==> config.mk <==
export PLATFORM = sky130hd
export DESIGN_NAME = adcf_capture
export DESIGN_NICKNAME = d
export VERILOG_FILES = /design/src/rtl/adcf_pkg.sv /design/src/rtl/adcf_lane_timer.sv /design/src/rtl/adcf_oe_gate.sv /design/src/rtl/adcf_code_conv.sv /design/src/rtl/adcf_capture.sv
export SDC_FILE = /design/constraint.sdc
export NUM_CORES = 1
export LEC_CHECK = 0
export CAP_MARGIN = 10
export CORE_ASPECT_RATIO = 1.25
export CORE_MARGIN = 8
export CORE_UTILIZATION = 43
export CTS_CLUSTER_DIAMETER = 60
export DETAILED_ROUTE_END_ITERATION = 6
export GPL_ROUTABILITY_DRIVEN = 0
export GPL_TIMING_DRIVEN = 0
export PLACE_DENSITY = 0.76
export SYNTH_ARGS = -nofsm -noshare
export SYNTH_HDL_FRONTEND = slang
export SYNTH_SLANG_ARGS = --single-unit
==> constraint.sdc <==
create_clock -name clk -period 1.4 [get_ports clk]
set_clock_uncertainty 0.05 [all_clocks]
set_input_delay 0.28 -clock clk [delete_from_list [all_inputs] [get_ports clk]]
set_output_delay 0.28 -clock clk [all_outputs]
set_load 0.05 [all_outputs]
==> src/rtl/adcf_pkg.sv <==
package adcf_pkg;
  localparam int unsigned DEF_CHANNELS = 8;
  localparam int unsigned DEF_WIDTH    = 10;
  localparam int unsigned DEF_LATENCY  = 7;

  // width of a down-counter that must hold the value lat
  function automatic int unsigned cnt_bits(input int unsigned lat);
    return (lat < 2) ? 1 : $clog2(lat + 1);
  endfunction
endpackage

==> src/rtl/adcf_lane_timer.sv <==
module adcf_lane_timer
  import adcf_pkg::*;
#(
  parameter int unsigned LAT = DEF_LATENCY
) (
  input  logic clk,
  input  logic rst,
  input  logic run_q,
  output logic ready
);
  localparam int unsigned CW = cnt_bits(LAT);
  localparam logic [CW-1:0] FULL = CW'(LAT);

  logic [CW-1:0] cnt;

  // reload while asleep, count down once awake, hold at zero
  always_ff @(posedge clk) begin
    if (rst)                cnt <= FULL;
    else if (!run_q)        cnt <= FULL;
    else if (cnt != '0)     cnt <= cnt - 1'b1;
  end

  assign ready = (cnt == '0);

  // a lane asleep on this edge is never ready on the next
  a_r5_sleep_not_ready: assert property (@(posedge clk) disable iff (rst)
    !run_q |=> !ready);
  // readiness only follows a cycle in which the lane was running
  a_r5_ready_after_run: assert property (@(posedge clk) disable iff (rst)
    $rose(ready) |-> $past(run_q));
endmodule

==> src/rtl/adcf_oe_gate.sv <==
module adcf_oe_gate (
  input  logic clk,
  input  logic rst,
  input  logic oen_q,
  output logic open
);
  logic settle;

  // one settling clock after the enable returns
  always_ff @(posedge clk) begin
    if (rst) settle <= 1'b1;
    else     settle <= oen_q;
  end

  assign open = !oen_q && !settle;

  // the edge the enable returns is still closed
  a_r7_extra_clk: assert property (@(posedge clk) disable iff (rst)
    $fell(oen_q) |-> !open);
  // disabled means closed
  a_r6_closed: assert property (@(posedge clk) disable iff (rst)
    oen_q |-> !open);
endmodule

==> src/rtl/adcf_code_conv.sv <==
module adcf_code_conv
  import adcf_pkg::*;
#(
  parameter int unsigned W = DEF_WIDTH
) (
  input  logic [W-1:0] code,
  output logic [W-1:0] tc,
  output logic         rail
);
  localparam logic [W-1:0] LO = '0;
  localparam logic [W-1:0] HI = '1;

  always_comb begin
    tc       = code;
    tc[W-1]  = ~code[W-1];
    rail     = (code == LO) || (code == HI);
  end
endmodule

==> src/rtl/adcf_capture.sv <==
module adcf_capture
  import adcf_pkg::*;
#(
  parameter int unsigned NCH = DEF_CHANNELS,
  parameter int unsigned W   = DEF_WIDTH,
  parameter int unsigned LAT = DEF_LATENCY
) (
  input  logic             clk,
  input  logic             rst,
  input  logic [NCH*W-1:0] adc_code,
  input  logic [NCH-1:0]   ch_run,
  input  logic             out_en_n,
  output logic [NCH*W-1:0] smp_data,
  output logic [NCH-1:0]   smp_valid,
  output logic [NCH-1:0]   smp_ovr
);
  localparam int unsigned BUSW = NCH * W;

  logic [BUSW-1:0] in_q;
  logic [NCH-1:0]  run_q;
  logic            oen_q;
  logic            open;

  // input capture stage: all lanes on one edge
  always_ff @(posedge clk) begin
    if (rst) begin
      in_q  <= '0;
      run_q <= '0;
      oen_q <= 1'b1;
    end else begin
      in_q  <= adc_code;
      run_q <= ch_run;
      oen_q <= out_en_n;
    end
  end

  adcf_oe_gate u_gate (
    .clk   (clk),
    .rst   (rst),
    .oen_q (oen_q),
    .open  (open)
  );

  for (genvar i = 0; i < NCH; i++) begin : g_lane
    logic         ready;
    logic         accept;
    logic [W-1:0] tc;
    logic         rail;
    logic [W-1:0] d_r;
    logic         v_r;
    logic         o_r;

    adcf_lane_timer #(.LAT(LAT)) u_timer (
      .clk   (clk),
      .rst   (rst),
      .run_q (run_q[i]),
      .ready (ready)
    );

    adcf_code_conv #(.W(W)) u_conv (
      .code (in_q[i*W +: W]),
      .tc   (tc),
      .rail (rail)
    );

    assign accept = run_q[i] && ready && open;

    // registered lane outputs, blanked when not trusted
    always_ff @(posedge clk) begin
      if (rst) begin
        d_r <= '0;
        v_r <= 1'b0;
        o_r <= 1'b0;
      end else begin
        v_r <= accept;
        d_r <= accept ? tc : '0;
        o_r <= accept && rail;
      end
    end

    assign smp_data[i*W +: W] = d_r;
    assign smp_valid[i]       = v_r;
    assign smp_ovr[i]         = o_r;

    // standby blanks the lane on the next edge
    a_r4_sleep_blank: assert property (@(posedge clk) disable iff (rst)
      !run_q[i] |=> (!v_r && d_r == '0 && !o_r));
    // output disable blanks the lane on the next edge
    a_r6_disable_blank: assert property (@(posedge clk) disable iff (rst)
      oen_q |=> (!v_r && d_r == '0));
    // a valid word is the captured code with its MSB flipped
    a_r2_msb_flip: assert property (@(posedge clk) disable iff (rst)
      v_r |-> (d_r[W-1] == !$past(in_q[i*W + W - 1]) &&
               d_r[W-2:0] == $past(in_q[i*W +: W-1])));
    // over-range only on valid lanes
    a_r3_ovr_needs_valid: assert property (@(posedge clk) disable iff (rst)
      o_r |-> v_r);
  end
endmodule

-- Yosys cells after proc, flatten, opt, wreduce, memory -nomap -nowiden
Index checks and enable logic that the tools add are counted.
- memories: 0
- memory bits (writable): 0
- bits of input ports: 91
- register bits: 210
- word-level logic and storage cells: 151
- ROM bits: 0
- bits in latches: 0
- muxes and demuxes: 0
- div/mod/pow operators: 0
- shift-type cells: 0
- add/subtract/negate cells: 8
- order comparisons: 0
- reduce and logical (&&, ||, !) cells: 75
- bitwise logic cells: 24
- multipliers: 0
- equality and inequality tests: 8
- operators by type and width (kind ; count):
    $eq 10x10->1 const B ; 8
    $logic_not 10->1 ; 8
    $reduce_or 2->1 ; 16
    $logic_and 1x1->1 ; 25
    $logic_not 3->1 ; 8
    $not 1->1 ; 24
    $reduce_bool 3->1 ; 8
    $sub 3x1->3 const B ; 8
    $logic_or 1x1->1 ; 8
    $logic_not 1->1 ; 2

-- Longest topological paths before layout
Gate-level depths: netlist (run 1).
- word-level depth: 5
- gate-level depth with buffers: 6

-- Modules after synthesis
Synthesis (run 1) repeated with hierarchy kept, for this count alone.
- cell total of the unflattened synthesis: 679
- area, all modules: 7509.7 µm²
- by module, submodules not included (module ; seq. area each (µm²) ; times used ; cells each ; area each (µm²)):
    adcf_capture ; 3703.6 ; 1 ; 404 ; 5187.5
    adcf_lane_timer ; 60.1 ; 8 ; 16 ; 163.9
    adcf_code_conv ; 0.0 ; 8 ; 18 ; 122.6
    adcf_oe_gate ; 20.0 ; 1 ; 3 ; 30.0

-- Least setup slack after synthesis (run 1)
OpenSTA, ideal clock, no wires.
- path kind: register to register
- start point: reg g_lane[2].u_timer.cnt[0]
- end point: reg g_lane[2].d_r[8]
- cell stages (with the launch flop): 7
- arrival time: 1211 ps
- clock period less this slack: 1320 ps
- path slack: 80 ps
- cells stage by stage: dfxtp_1 inv_1 ha_1 nand2b_1 nor4b_4 buf_4 and2_1
- cells in the longest elaborated chain, start to end: 5
- ends and longest elaborated chain (element ; line ; text):
    start, declared ; adcf_lane_timer.sv:14 ; logic [CW-1:0] cnt;
    start signal, assigned ; adcf_lane_timer.sv:20 ; else if (cnt != '0) cnt <= cnt - 1'b1;
    $logic_not 3->1 ; adcf_lane_timer.sv:23 ; assign ready = (cnt == '0);
    $logic_and 1x1->1 (2 in series) ; adcf_capture.sv:66 ; assign accept = run_q[i] && ready && open;
    $not 1->1 (no line) ; -- ;
    $reduce_or 2->1 (no line) ; -- ;
    end signal, assigned ; adcf_capture.sv:76 ; d_r <= accept ? tc : '0;
    end, declared ; adcf_capture.sv:49 ; logic [W-1:0] d_r;
Every way passes these cells.
A chain may end at the register's enable or synchronous reset.

-- Worst setup path after layout (run 1)
- start point: reg u_gate.settle
- end point: reg g_lane[7].d_r[4]
- cells in the longest elaborated chain, start to end: 5
- ends and longest elaborated chain (element ; line ; text):
    start, declared ; adcf_oe_gate.sv:7 ; logic settle;
    start signal, assigned ; adcf_oe_gate.sv:12 ; else settle <= oen_q;
    $logic_not 1->1 ; adcf_oe_gate.sv:15 ; assign open = !oen_q && !settle;
    $logic_and 1x1->1 ; adcf_oe_gate.sv:15 ;
    $logic_and 1x1->1 ; adcf_capture.sv:66 ;
    $not 1->1 (no line) ; -- ;
    $reduce_or 2->1 (no line) ; -- ;
    end signal, assigned ; adcf_capture.sv:76 ;
    end, declared ; adcf_capture.sv:49 ;
Every way passes these cells.

==> results of run 1 <==
## power by group through the flow
| stage | combinational, mW | sequential, mW | clock (mW) |
|---|---|---|---|
| floorplan | 0.217 | 6.32 | 0 |
| global placement | 0.503 | 6.34 | 0 |
| detailed placement | 0.519 | 6.35 | 0 |
| CTS | 0.528 | 6.22 | 5.62 |
| global route | 0.576 | 6.24 | 5.90 |
| finish | 0.526 | 6.23 | 5.49 |
## worst paths after layout
kind / startpoint / end / slack (ns) / depth (start not counted)
max: u_gate.settle / g_lane[7].d_r[4] / -0.08 / 6
min: adc_code[25] / in_q[25] / 0.30 / 2
max reg2reg: u_gate.settle / g_lane[7].d_r[4] / -0.08 / 6
min reg2reg: in_q[9] / g_lane[0].d_r[9] / 0.39 / 1
## flip-flops by register name, summed over array words and instances (netlist names)
register            flops
g_lane.d_r             80
g_lane.o_r              8
g_lane.u_timer.cnt     24
g_lane.v_r              8
in_q                   80
oen_q                   1
run_q                   8
u_gate.settle           1
## synthesized netlist by cell type, types with 3 or more instances
cell type and n:
dfxtp_1 210, nor2b_1 106, and2_1 76, nand2_1 24, buf_4 21, inv_1 18, ha_1 16, nand4_1 16
or4_1 16, buf_2 12, nor2_1 12, nor3_1 9, nor4_1 8, o21a_1 8, xnor2_1 8, mux2i_1 6
nand2b_1 6, nor4b_4 6, o21ai_0 6, buf_6 3
## through the flow
step | util | instance area, µm² | setup TNS (ns) | power (mW) | hold WS [ns]
2_1_floorplan | - | 6810 | 0 | 6.54 | 0.334
3_3_place_gp | 0.574 | 8940 | -96.80 | 6.84 | 0.372
3_5_place_dp | 0.574 | 8940 | -100.91 | 6.87 | 0.387
4_1_cts | 0.608 | 9470 | -2.06 | 12.4 | 0.279
5_1_grt | 0.622 | 9690 | -5.71 | 12.7 | 0.285
6_report | 0.622 | 9690 | -1.83 | 12.2 | 0.296
## cells in the final DEF, fill, tap and decap left out, types with 6 or more instances in the layout
master           instances
dfxtp_1                200
nor2b_1                102
clkdlybuf4s50_1         89
and2_1                  63
buf_4                   47
clkbuf_4                35
buf_2                   29
nand2_1                 24
clkbuf_16               21
nand4_1                 16
or4_1                   16
buf_8                   14
and2_4                  13
nor2_1                  12
inv_1                   10
dfxtp_2                 10
ha_1                     9
inv_2                    8
xnor2_1                  8
buf_6                    8
nor3_1                   8
nor4_1                   8
o21a_1                   8
nand2b_4                 6
o21ai_0                  6
nor4b_4                  6
mux2i_1                  6
clkinv_2                 6
## critical path: stages (launching register included)
cell and delay [ns]:
dfxtp_2 0.32, or2_1 0.24, buf_8 0.16, nor4b_4 0.25, buf_4 0.17, buf_6 0.10
and2_1 0.12
## area by class of cell
class                           instances  area, µm²
Fill cell                            1301       5880
Tap cell                              212        265
Timing Repair Buffer                  201       1800
Clock buffer                           28        592
Buffer                                 22        163
Sequential cell                       210       4220
Inverter                               18       67.6
Antenna cell                            1       2.50
Multi-Input combinational cell        337       2490
Clock inverter                          9       97.6
## what timing repair did
action | CTS | global route
buffers inserted | 6 | 4
endpoints found under the setup margin | 222 | 132
pin swaps | 16 | 13
cloned | 3 | 3
resized for setup | 568 | 94
## per-layer routing
layer / share of wire / wire length, µm
met5: 0 / 0
met4: 0.032 / 495
met3: 0.064 / 995
met2: 0.57 / 8890
met1: 0.33 / 5220
## kinds of logic (layout without fill, tap and decap cells)
kind of cell,count (synthesis),in the layout,synth area share
compound gates,18,18,0.0176
xor+xnor,8,8,0.0103
fa+ha+maj,16,16,0.0294
buf+inv,54,278,0.0469
flops,210,210,0.617
mux,8,8,0.0121
other cells,0,1,0
simple gates,286,287,0.266
==> flow_metrics.env, run 1 <==
export IMPL_synthTopCellsByArea="dfxtp_1 62%, nor2b_1 9.7%, and2_1 7.0%"
export IMPL_drt_wl_total_um=15600
export IMPL_gr_max_usage_layer="met2"
export IMPL_critPathRequiredTime_ns=1.77
export IMPL_cts_sinks=210
export IMPL_clockPowerShare=0.448
export IMPL_dp_hpwl_um=11600
export IMPL_io_pins=187
export IMPL_finalHoldViolations=0
export IMPL_port_buffers=186
export IMPL_setup_slack_ns=-0.0760
export IMPL_drc=0
export IMPL_maxSlewHeadroom=0.658
export IMPL_fp_row_count=51
export IMPL_syn_area_per_cell_um2=11.3
export IMPL_tightest_slew_ns=0.514
export IMPL_pre_cts_ws_ns=-0.686
export IMPL_first_global_vias=5059
export IMPL_cp_end_kind="flip-flop"
export IMPL_use_met2=0.304
export IMPL_die_w_um=129
export IMPL_layout_cells_non_filler=1038
export IMPL_ys_seq_area_frac=0.617
export IMPL_p_per_area_nw_per_um2=1260
export IMPL_synthArstFlopShare=0
export IMPL_core_um2=15600
export IMPL_drv_cap=0
export IMPL_grt_pass1_wl_um=24300
export IMPL_cts_buffers=21
export IMPL_path_class="reg2reg"
export IMPL_wl_per_cell_um=15.0
export IMPL_chipHeight_um=157
export IMPL_grt_setup_unrepaired="true"
export IMPL_violations="negative setup slack"
export IMPL_area_delta_synth_final_pct=42.3
export IMPL_path_clk_slew_ns=0.06
export IMPL_peakVddDrop_uv=872
export IMPL_start_kind="flip-flop"
export IMPL_grt_util_all_layers=0.150
export IMPL_netSwitchingFraction=0.199
export IMPL_firstDrtPassIters=4
export IMPL_intPower_mw=9.82
export IMPL_max_freq_mhz=678
export IMPL_setup_violations_final=46
export IMPL_cts_root_buf="clkbuf_16"
export IMPL_cp_max_fo=6
export IMPL_final_max_slew_viol_count=0
export IMPL_overflow=0
export IMPL_netlist_area_leader_share=0.617
export IMPL_nets=918
export IMPL_met1_usage=0.135
export IMPL_grt_max_degree=15
export IMPL_clock_latency_ns=0.48
export IMPL_yosys_most_used_dff="dfxtp_1"
export IMPL_synth_nets=707
export IMPL_synthesis_area_um2=6810
export IMPL_power_leakage_nw=4.21
export IMPL_post_place_cells=998
export IMPL_drtAntennaViolNets=0
export IMPL_p_seq_frac=0.509
export IMPL_vias_per_cell=4.53
export IMPL_synth_edff_count=0
export IMPL_dieArea_um2=20100
export IMPL_cp_arrival_ns=1.85
export IMPL_cts_max_path_buffers=3
export IMPL_initial_core_util=0.437
export IMPL_drive_above_1_share=0.278
export IMPL_vias=4700
export IMPL_cts_hold_buf=0
export IMPL_htree_levels=1
export IMPL_yosysTopAreaCell="dfxtp_1"
export IMPL_p_sw_mw=2.43
export IMPL_power_frac_comb=0.043
export IMPL_synthCells=600
export IMPL_yosysWarnings=0
export IMPL_drt_iter0_drc=91
export IMPL_status="complete, but fails checks"
export IMPL_ys_seq_elements=210
export IMPL_min_period_ns=1.48
export IMPL_tritoncts="yes"
export IMPL_synth_cell_types=27
export IMPL_antenna_found_initial=1
export IMPL_post_route_period_util=1.05
export IMPL_use_met3=0.0381
export IMPL_worstHoldPathType="in2reg"
No activity file was read; power rests on OpenSTA's default activity.
==> inputs of run 2 (changes only) <==
--- a/config.mk
+++ b/config.mk
@@ -11,9 +11,9 @@
 export CORE_UTILIZATION = 43
 export CTS_CLUSTER_DIAMETER = 60
 export DETAILED_ROUTE_END_ITERATION = 6
-export GPL_ROUTABILITY_DRIVEN = 0
 export GPL_TIMING_DRIVEN = 0
 export PLACE_DENSITY = 0.76
+export SKIP_CTS_REPAIR_TIMING = 1
 export SYNTH_ARGS = -nofsm -noshare
 export SYNTH_HDL_FRONTEND = slang
 export SYNTH_SLANG_ARGS = --single-unit
==> run 2 against run 1 <==
Effect of this change:
- the flow still finishes with violations (negative setup slack)
- register-to-register slack lost 0.06 ns
- critical path depth is the same
- count of clock-buffer cells in the layout is the same
- final area shrank 0.75%
- maximum frequency shrank 3.7%
- largest cell class unchanged
- highest routed layer unchanged
==> flow_metrics.env, run 2 (same netlist as run 1, synthesis figures left out) <==
export IMPL_status="complete, but fails checks"
export IMPL_violations="negative setup slack"
export IMPL_tightest_slew_ns=0.517
export IMPL_cts_sinks=210
export IMPL_cp_depth=6
export IMPL_overflow=0
export IMPL_power_leakage_nw=4.21
export IMPL_intPower_mw=9.81
export IMPL_io_pins=187
export IMPL_die_w_um=129
export IMPL_layout_cells_non_filler=1034
export IMPL_met1_usage=0.135
export IMPL_crit_slowest_cell="dfxtp_2"
export IMPL_gp_congestion=0.724
export IMPL_critPathRequiredTime_ns=1.78
export IMPL_post_route_period_util=1.09
export IMPL_cpPeakStageDelay_ns=0.32
export IMPL_vias=4682
export IMPL_peakVddDrop_uv=885
export IMPL_finalPower_mw=12.2
export IMPL_antenna_found_initial=1
export IMPL_path_clk_slew_ns=0.06
export IMPL_grt_max_degree=15
export IMPL_whs_ns=0.296
export IMPL_power_frac_comb=0.043
export IMPL_layout_commonest_cell="dfxtp_1"
export IMPL_fin_util=0.618
export IMPL_dp_hpwl_um=11600
export IMPL_pre_cts_ws_ns=-0.686
export IMPL_tritoncts="yes"
export IMPL_reg2reg_from="oen_q"
export IMPL_vias_per_cell=4.53
export IMPL_setup_slack_ns=-0.132
export IMPL_final_max_slew_viol_count=0
export IMPL_first_global_vias=4971
export IMPL_initial_core_util=0.437
export IMPL_setup_violations_final=60
export IMPL_grt_setup_unrepaired="true"
export IMPL_drc=0
export IMPL_cts_buffers=21
export IMPL_cp_num_buf_inv=3
export IMPL_worstHoldPathType="in2reg"
export IMPL_crit_start="oen_q"
export IMPL_grt_util_all_layers=0.147
export IMPL_grt_pass1_wl_um=23800
export IMPL_drive_above_1_share=0.262
export IMPL_drt_wl_total_um=15400
export IMPL_crit_family="simple AND/OR/NAND/NOR gates"
export IMPL_port_buffers=186
export IMPL_area_delta_synth_final_pct=41.3
export IMPL_dieArea_um2=20100
export IMPL_max_freq_mhz=653
export IMPL_netSwitchingFraction=0.198
export IMPL_start_kind="flip-flop"
export IMPL_maxSlewHeadroom=0.655
export IMPL_p_sw_mw=2.42
export IMPL_chipHeight_um=157
export IMPL_post_place_cells=998
export IMPL_layout_common_cells="203 x dfxtp_1, 103 x nor2b_1, 89 x clkdlybuf4s50_1"
export IMPL_clockPowerShare=0.448
export IMPL_p_seq_frac=0.509
export IMPL_drtAntennaViolNets=0
export IMPL_hp_start="adc_code[21]"
export IMPL_use_met3=0.0371
export IMPL_fp_row_count=51
export IMPL_top_regs="g_lane.d_r (80), in_q (80), g_lane.u_timer.cnt (24)"
export IMPL_htree_levels=1
export IMPL_path_class="reg2reg"
export IMPL_finalHoldViolations=0
export IMPL_ff2ff_path_depth=6
export IMPL_use_met2=0.294
export IMPL_path_cells="or2_1 > buf_8 > nor4b_4 > buf_4 > buf_6 > and2_4"
export IMPL_clock_latency_ns=0.48
export IMPL_cts_root_buf="clkbuf_16"
export IMPL_drt_iter0_drc=106
export IMPL_min_period_ns=1.53
export IMPL_core_um2=15600
export IMPL_gr_max_usage_layer="met2"
export IMPL_firstDrtPassIters=4
export IMPL_cp_max_fo=6
export IMPL_nets=914
export IMPL_cts_max_path_buffers=3
export IMPL_cp_arrival_ns=1.91
export IMPL_wl_per_cell_um=14.9
export IMPL_hold_depth=2
export IMPL_drv_cap=0
export IMPL_cp_end_kind="flip-flop"
export IMPL_p_per_area_nw_per_um2=1270
[run 2: changes by cell type in the layout (fill, tap and decap cells not counted), moves of 2 or more]
cell,delta
clkbuf_4,+17
dfxtp_2,-3
ha_1,+3
and2_1,-2
dfxtp_1,+3
buf_4,-23
buf_6,+5
buf_8,-2
inv_1,+5
ha_4,-3
and2_4,+2
inv_2,-5
[run 2: final cells by class]
| class | count | area (µm²) |
|---|---|---|
| diodes | 1 | 2.50 |
| plain buffers | 24 | 185 |
| clock buffers | 28 | 592 |
| clock inverters | 9 | 97.6 |
| fillers | 1312 | 5950 |
| inverters | 18 | 67.6 |
| multi-input cells | 336 | 2440 |
| flip-flops and latches | 210 | 4210 |
| well taps | 212 | 265 |
| repair buffers | 196 | 1760 |
[run 2: power by group through the flow]
stage / Sequential, mW / Combinational [mW] / Clock (mW)
after floorplan: 6.32 / 0.217 / 0
after global placement: 6.34 / 0.503 / 0
after detailed placement: 6.35 / 0.519 / 0
after CTS: 6.22 / 0.523 / 5.62
after global routing: 6.24 / 0.569 / 5.89
final: 6.23 / 0.521 / 5.48
[run 2: worst paths after layout]
| path | to | slack [ns] |
|---|---|---|
| max | g_lane[7].d_r[4] | -0.13 |
| min | in_q[21] | 0.30 |
| max reg2reg | g_lane[7].d_r[4] | -0.13 |
| min reg2reg | g_lane[0].d_r[9] | 0.39 |
[run 2: through the flow]
stage               instance area, µm²  setup TNS [ns]
finish                            9620           -2.86
global route                      9620           -6.20
CTS                               9630          -63.59
detailed placement                8940         -100.91
global placement                  8940          -96.80
floorplan                         6810               0
[run 2: metal layers]
| metal | share of wire | vias to the layer above |
|---|---|---|
| met1 | 0.34 | 2172 |
| li1 | - | 2333 |
| met2 | 0.56 | 135 |
| met3 | 0.057 | 42 |
| met5 | 0 | - |
| met4 | 0.036 | 0 |
==> inputs of run 3 (changes only) <==
--- a/config.mk
+++ b/config.mk
@@ -12,7 +12,7 @@
 export CTS_CLUSTER_DIAMETER = 60
 export DETAILED_ROUTE_END_ITERATION = 6
 export GPL_TIMING_DRIVEN = 0
-export PLACE_DENSITY = 0.76
+export PLACE_DENSITY = 0.73
 export SKIP_CTS_REPAIR_TIMING = 1
 export SYNTH_ARGS = -nofsm -noshare
 export SYNTH_HDL_FRONTEND = slang
==> run 3 against run 2 <==
Effect of this change:
- the run still ends with negative setup slack left
- register-to-register slack about the same
- final area shrank 0.83%
- worst hold slack worse by 0.00095 ns
- clock power decreased by 4.7%
- global-route usage decreased by 0.092 points
- critical endpoint is now g_lane[5].d_r[6]
==> flow_metrics.env, run 3 (same netlist as run 1, synthesis figures left out) <==
export IMPL_status="complete, but fails checks"
export IMPL_violations="negative setup slack"
export IMPL_num_antenna_cells=0
export IMPL_nets=908
export IMPL_grt_pass1_wl_um=23700
export IMPL_hp_start="adc_code[79]"
export IMPL_tightest_slew_ns=0.527
export IMPL_finalPower_mw=12.0
export IMPL_fin_tns_setup_ns=-3.76
export IMPL_cp_end_kind="flip-flop"
export IMPL_fp_row_count=51
export IMPL_chipHeight_um=157
export IMPL_cp_max_fo=6
export IMPL_io_pins=187
export IMPL_cp_num_buf_inv=2
export IMPL_final_max_slew_viol_count=0
export IMPL_vias=4611
export IMPL_p_seq_frac=0.520
export IMPL_grt_util_all_layers=0.146
export IMPL_antenna_found_initial=0
export IMPL_drv_cap=0
export IMPL_setup_slack_ns=-0.133
export IMPL_cts_sinks=210
export IMPL_intPower_mw=9.49
export IMPL_gp_congestion=0.727
export IMPL_layout_common_cells="201 x dfxtp_1, 103 x nor2b_1, 89 x clkdlybuf4s50_1"
export IMPL_clockPowerShare=0.436
export IMPL_crit_slowest_cell="nor4b_4"
export IMPL_overflow=0
export IMPL_wl_per_cell_um=14.7
export IMPL_design_area_um2=9540
export IMPL_clock_latency_ns=0.48
export IMPL_initial_core_util=0.437
export IMPL_crit_family="simple AND/OR/NAND/NOR gates"
export IMPL_port_buffers=186
export IMPL_core_um2=15600
export IMPL_netSwitchingFraction=0.207
export IMPL_drc=0
export IMPL_start_kind="flip-flop"
export IMPL_max_freq_mhz=652
export IMPL_layout_commonest_cell="dfxtp_1"
export IMPL_post_dp_cell_area_um2=8940
export IMPL_power_frac_comb=0.044
export IMPL_crit_start="u_gate.settle"
export IMPL_worstHoldPathType="in2reg"
export IMPL_dp_hpwl_um=11500
export IMPL_grt_max_degree=16
export IMPL_vias_per_cell=4.49
export IMPL_setup_violations_final=50
export IMPL_critPathRequiredTime_ns=1.78
export IMPL_post_place_cells=998
export IMPL_peakVddDrop_uv=895
export IMPL_area_delta_synth_final_pct=40.1
export IMPL_top_regs="g_lane.d_r (80), in_q (80), g_lane.u_timer.cnt (24)"
export IMPL_die_w_um=129
export IMPL_p_per_area_nw_per_um2=1250
export IMPL_path_class="reg2reg"
export IMPL_n_fill_cell=1305
export IMPL_drt_wl_total_um=15100
export IMPL_whs_ns=0.295
export IMPL_cts_max_path_buffers=3
export IMPL_maxSlewHeadroom=0.648
export IMPL_cts_root_buf="clkbuf_16"
export IMPL_htree_levels=1
export IMPL_grt_setup_unrepaired="true"
export IMPL_min_period_ns=1.53
export IMPL_pre_cts_ws_ns=-0.709
export IMPL_cpPeakStageDelay_ns=0.36
export IMPL_fin_util=0.613
export IMPL_drt_iter0_drc=84
export IMPL_cts_buffers=21
export IMPL_finalHoldViolations=0
export IMPL_power_leakage_nw=4.14
export IMPL_layout_cells_non_filler=1027
export IMPL_path_cells="or2_1 > buf_8 > nor4b_4 > buf_2 > and2_1"
export IMPL_first_global_vias=4994
export IMPL_cp_arrival_ns=1.91
export IMPL_dieArea_um2=20100
export IMPL_firstDrtPassIters=4
export IMPL_p_sw_mw=2.47
export IMPL_path_clk_slew_ns=0.06
export IMPL_tritoncts="yes"
export IMPL_reg2reg_from="u_gate.settle"
export IMPL_post_route_period_util=1.09
export IMPL_drive_above_1_share=0.249
export IMPL_drtAntennaViolNets=0
[run 3: power groups by stage]
stage               clock, mW  sequential, mW  combinational (mW)
global route             5.62            6.24               0.573
floorplan                   0            6.32               0.217
detailed placement          0            6.35               0.519
global placement            0            6.34               0.502
finish                   5.22            6.22               0.521
CTS                      5.36            6.22               0.524
[run 3: area by class of cell]
cell class / instances / area, µm² / share of cell area
well taps: 212 / 265 / 0.0278
multi-input cells: 336 / 2400 / 0.251
inverters: 18 / 67.6 / 0.00708
repair buffers: 193 / 1780 / 0.186
clock inverters: 8 / 66.3 / 0.00695
clock buffers: 29 / 596 / 0.0624
plain buffers: 21 / 155 / 0.0163
flip-flops and latches: 210 / 4220 / 0.442
[run 3: worst register-to-register path: stages (launching register included)]
cell and delay (ns):
dfxtp_1 0.33, or2_1 0.24, buf_8 0.16, nor4b_4 0.36, buf_2 0.21, and2_1 0.12
[run 3: routing by layer]
layer  GRT usage  part of all wire  up-vias
met5           0                 0        -
met4      0.0510             0.024        0
met3      0.0443             0.064       25
met2       0.300              0.57      119
met1       0.128              0.34     2150
li1            -                 -     2317
[run 3: final timing paths]
path,end,slack (ns),depth (start not counted)
worst min register to register,g_lane[1].d_r[9],0.38,1
worst max-delay path,g_lane[5].d_r[6],-0.13,5
worst max register to register,g_lane[5].d_r[6],-0.13,5
worst min-delay path,in_q[79],0.29,2
